===== src/rtl/bus_grant_chain.sv =====
module bus_grant_chain #(
  parameter int NSLOTS = 8
) (
  input  logic                  clk,
  input  logic                  rst_n,
  input  logic [4*NSLOTS-1:0]   slot_lvl_req_i,
  input  logic [NSLOTS-1:0]     slot_npr_req_i,
  input  logic [NSLOTS-1:0]     slot_done_i,
  output logic [4:0]            bus_req_o,
  output logic [4:0]            grant_o,
  output logic                  sack_o,
  output logic                  busy_o,
  output logic [NSLOTS-1:0]     slot_sel_o,
  output logic [NSLOTS-1:0]     slot_owner_o
);
  localparam int NCLS = 5;

  logic [NCLS-1:0]   chain [NSLOTS+1];
  logic [NCLS-1:0]   want  [NSLOTS];
  logic [NSLOTS-1:0] sel_q, own_q, take;
  logic [NCLS-1:0]   gnt_q, pick, req_or;

  assign chain[0] = gnt_q;

  generate
    for (genvar s = 0; s < NSLOTS; s++) begin : g_slot
      assign want[s]     = {slot_npr_req_i[s], slot_lvl_req_i[4*s +: 4]} & {NCLS{~(sel_q[s] | own_q[s])}};
      assign take[s]     = |(chain[s] & want[s]);
      assign chain[s+1]  = (sel_q[s] | take[s]) ? '0 : chain[s];

      always_ff @(posedge clk) begin
        if (!rst_n) begin
          sel_q[s] <= 1'b0;
          own_q[s] <= 1'b0;
        end else begin
          if (take[s])                     sel_q[s] <= 1'b1;
          else if (sel_q[s] && !busy_o)    sel_q[s] <= 1'b0;
          if (sel_q[s] && !busy_o)         own_q[s] <= 1'b1;
          else if (own_q[s] && slot_done_i[s]) own_q[s] <= 1'b0;
        end
      end
    end
  endgenerate

  always_comb begin
    req_or = '0;
    for (int s = 0; s < NSLOTS; s++) req_or = req_or | want[s];
  end

  always_comb begin
    pick = '0;
    if      (req_or[4]) pick[4] = 1'b1;
    else if (req_or[3]) pick[3] = 1'b1;
    else if (req_or[2]) pick[2] = 1'b1;
    else if (req_or[1]) pick[1] = 1'b1;
    else if (req_or[0]) pick[0] = 1'b1;
  end

  always_ff @(posedge clk) begin
    if (!rst_n)              gnt_q <= '0;
    else if (gnt_q != '0) begin
      if (sack_o || chain[NSLOTS] != '0) gnt_q <= '0;
    end else if (!sack_o)    gnt_q <= pick;
  end

  assign bus_req_o    = req_or;
  assign grant_o      = gnt_q;
  assign sack_o       = |sel_q;
  assign busy_o       = |own_q;
  assign slot_sel_o   = sel_q;
  assign slot_owner_o = own_q;
endmodule


===== config.mk =====
export PLATFORM = sky130hd
export DESIGN_NAME = bus_grant_chain
export DESIGN_NICKNAME = d
export VERILOG_FILES = /design/src/rtl/bus_grant_chain.sv
export SDC_FILE = /design/constraint.sdc
export NUM_CORES = 1
export LEC_CHECK = 0
export ABC_AREA = 1
export BUFFER_PORTS_ARGS = -buffer_cell sky130_fd_sc_hd__buf_2
export CORE_MARGIN = 2
export CORE_UTILIZATION = 44
export DETAILED_ROUTE_END_ITERATION = 12
export PLACE_DENSITY = 0.87
export SETUP_SLACK_MARGIN = 0.02
export SYNTH_ARGS = -nofsm -noshare
export SYNTH_HDL_FRONTEND = slang
export SYNTH_SLANG_ARGS = --single-unit

===== constraint.sdc =====
create_clock -name clk -period 3.5 [get_ports clk]
set_input_delay 0.35 -clock clk [delete_from_list [all_inputs] [get_ports clk]]
set_output_delay 0.35 -clock clk [all_outputs]
set_load 0.005 [all_outputs]

==> flow_summary.yaml <==
global_routing:
  grt_max_degree: 15
  antenna_found_initial: 0
  overflow: 0
  grt_usage: 0.2816
  grt_pass1_wl_mm: 11.37
  grt_pass1_vias: 2528
run_status:
  violations: "negative setup slack"
  outcome: "finished, violations left"
pwr:
  p_int_uw: 730.1
  peakVddDrop_mv: 0.3826
  powerDensity_nw_per_um2: 475.6
  p_clk_frac: 0.118
  switchingPower_uw: 687.3
  power_frac_seq: 0.216
  p_comb_frac: 0.666
  p_leak_uw: 0.001776
  swShare: 0.4849
yosys:
  syn_inst: 341
  synth_nets: 391
  ys_types: 29
  ys_seq_area_frac: 0.2132
  synth-seq-cells: 21
  syn_area_per_cell_um2: 5.783
  syn_area_um2: 1972
  ys_warn_count: 0
timing:
  maxSlewViolCount: 0
  whs_ns: 0.3135
  setup_violations: 6
  hold_viol: 0
  fmax_mhz: 251.5
  slew_headroom: 0.5929
  fin_ws_ns: -0.4754
  fin_crit_ns: 3.975
  skew_ns: 0.008463
  worst_pin_slew_ns: 0.6050
  fin_crit_sh: 1.136
  fin_setup_tns_ns: -2.678
  rsz0062_at_grt: "true"
placement:
  numPortBuffers: 77
  gp_congestion: 0.9358
  place_hpwl_mm: 5.848
  place_area_um2: 2760
  place_ws_ns: -0.4056
cells_and_area:
  n_antenna_cell: 0
  post-route-cell-area_um2: 2980
  num-fill-cells: 384
  mostFrequentLayoutCells: "inv_1 (78), buf_2 (77), nand2_1 (67), buf_4 (51), nand4_1 (33)"
  syn2layout_area_growth_pct: 51.14
  layout-drive-gt1-share: 0.3983
  nets: 523
  final_common_cell: "inv_1"
  fin_util: 0.6892
clock_tree:
  clk_pin_slew_ns: 0.08
  cts_root_buf: "clkbuf_8"
  clock-sinks: 21
  cts-buffers-inserted: 3
  ctsHoldBuffers: 0
  cts_tree: "yes"
  clock_latency_ns: 0.27
  htree_levels: 1
  cts_buffer_depth: 2
drt:
  vias_per_cell: 5.344
  drc_errors: 0
  routed_wirelength_mm: 7.450
  num_vias: 2800
  drtAntennaViolNets: 0
  drtPass1Iterations: 5
  drtIter0Drc: 334
  wl_per_cell_um: 14.22
die:
  dieArea_um2: 5033
  core-area_um2: 4324
  ioPinCount: 78
  start_util: 0.4560
  die_y_um: 70.95
  die_w_um: 70.95
  row_count: 24
setup_path:
  cp_slowest_stage_delay_ns: 0.34
  cpMostUsedCell: "nor2_4"
  crit_slowest_cell: "dfxtp_2"
  crit_path_end_kind: "register"
  rr_startpoint: "slot_owner_o[0]$_SDFFE_PN0P_"
  worstSetupPathType: "reg -> reg"
  required_ns: 3.64
  critPathLaunchType: "register"
  startpoint: "slot_owner_o[0]$_SDFFE_PN0P_"
  path_max_fanout: 8
  cp.arrival_ns: 4.12
job:
  cap_violations: 0
worst_hold_path:
  hp-start: "slot_done_i[0]"
  hp-class: "in -> reg"
-- worst paths after layout --
path	to	slack, ns	cells after the start
setup / recovery	grant_o[2]$_SDFFE_PN0P_	-0.48	31
hold / removal	slot_owner_o[0]$_SDFFE_PN0P_	0.31	4
setup reg to reg	grant_o[2]$_SDFFE_PN0P_	-0.48	31
hold reg to reg	slot_owner_o[5]$_SDFFE_PN0P_	0.51	2
-- cell families (layout without fill, tap and decap cells) --
kind of cell	Yosys count	in the layout	share of synthesized area
buffers and inverters	87	218	0.1656
AND/OR/NAND/NOR	204	204	0.5362
flip-flops	21	21	0.2132
AO/OA/AOI/OAI	29	29	0.08503
-- metal layers --
| layer | GRT usage | wire length [µm] | vias up |
|---|---|---|---|
| met5 | 0 | 0 | - |
| met2 | 0.4912 | 3595 | 147 |
| met3 | 0.02279 | 575 | 13 |
| met1 | 0.3697 | 3153 | 1269 |
| li1 | - | - | 1371 |
| met4 | 0.08595 | 127 | 0 |
-- synthesized netlist by cell type, drive strengths merged --
cell	number	area, µm²
nand2	82	325.3
inv	81	304.0
nor2	40	205.2
nand4	33	206.5
nand3	25	155.2
dfxtp	21	420.4
a21oi	15	75.07
nor3	10	66.32
o21ai	9	52.55
nor4	8	56.30
clkbuf	4	15.01
a2111oi	3	26.28
clkinv	2	7.510
nor3b	2	15.01
or4	2	15.01
a31oi	1	6.260
and3	1	6.260
o31ai	1	7.510
or2	1	6.260
-- power groups by stage --
stage	Sequential [µW]	Combinational [µW]	Clock (µW)
after floorplan	312	463	0
after global placement	309	818	0
after detailed placement	310	819	0
after CTS	306	863	165
after global routing	310	1030	175
final	307	944	167
-- stage by stage --
| step | total power [µW] | std cells |
|---|---|---|
| 2_1_floorplan | 775.0 | 341 |
| 3_3_place_gp | 1128 | 513 |
| 3_5_place_dp | 1129 | 513 |
| 4_1_cts | 1334 | 521 |
| 5_1_grt | 1514 | 524 |
| 6_report | 1417 | 524 |
-- worst max-delay path: cells and delay by family, from the launching register on --
kind	cells	cell delay, ns
AOI/OAI and AO/OA	4	0.52
buffers and inverters	3	0.28
DFF	1	0.34
and+or+nand+nor	24	2.71
-- cell type report --
| cell class | count | area [µm²] | share of cell area |
|---|---|---|---|
| multi-input combinational | 233 | 1331 | 0.4467 |
| timing repair buffer | 131 | 802.0 | 0.2691 |
| sequential | 21 | 422.9 | 0.1419 |
| inverter | 83 | 314.1 | 0.1054 |
| tap | 52 | 65.06 | 0.02183 |
| clock buffer | 4 | 45.04 | 0.01511 |
-- flip-flops by register name, summed over array words and instances, names as in the netlist --
name	cells
slot_owner_o	8
slot_sel_o	8
grant_o	5
-- repair_timing --
action                     CTS  global route
resized for setup           16            21
pin swaps                   24            31
setup buffers                4             3
setup endpoints to repair    6             7
(Power assumes the default switching activity.)
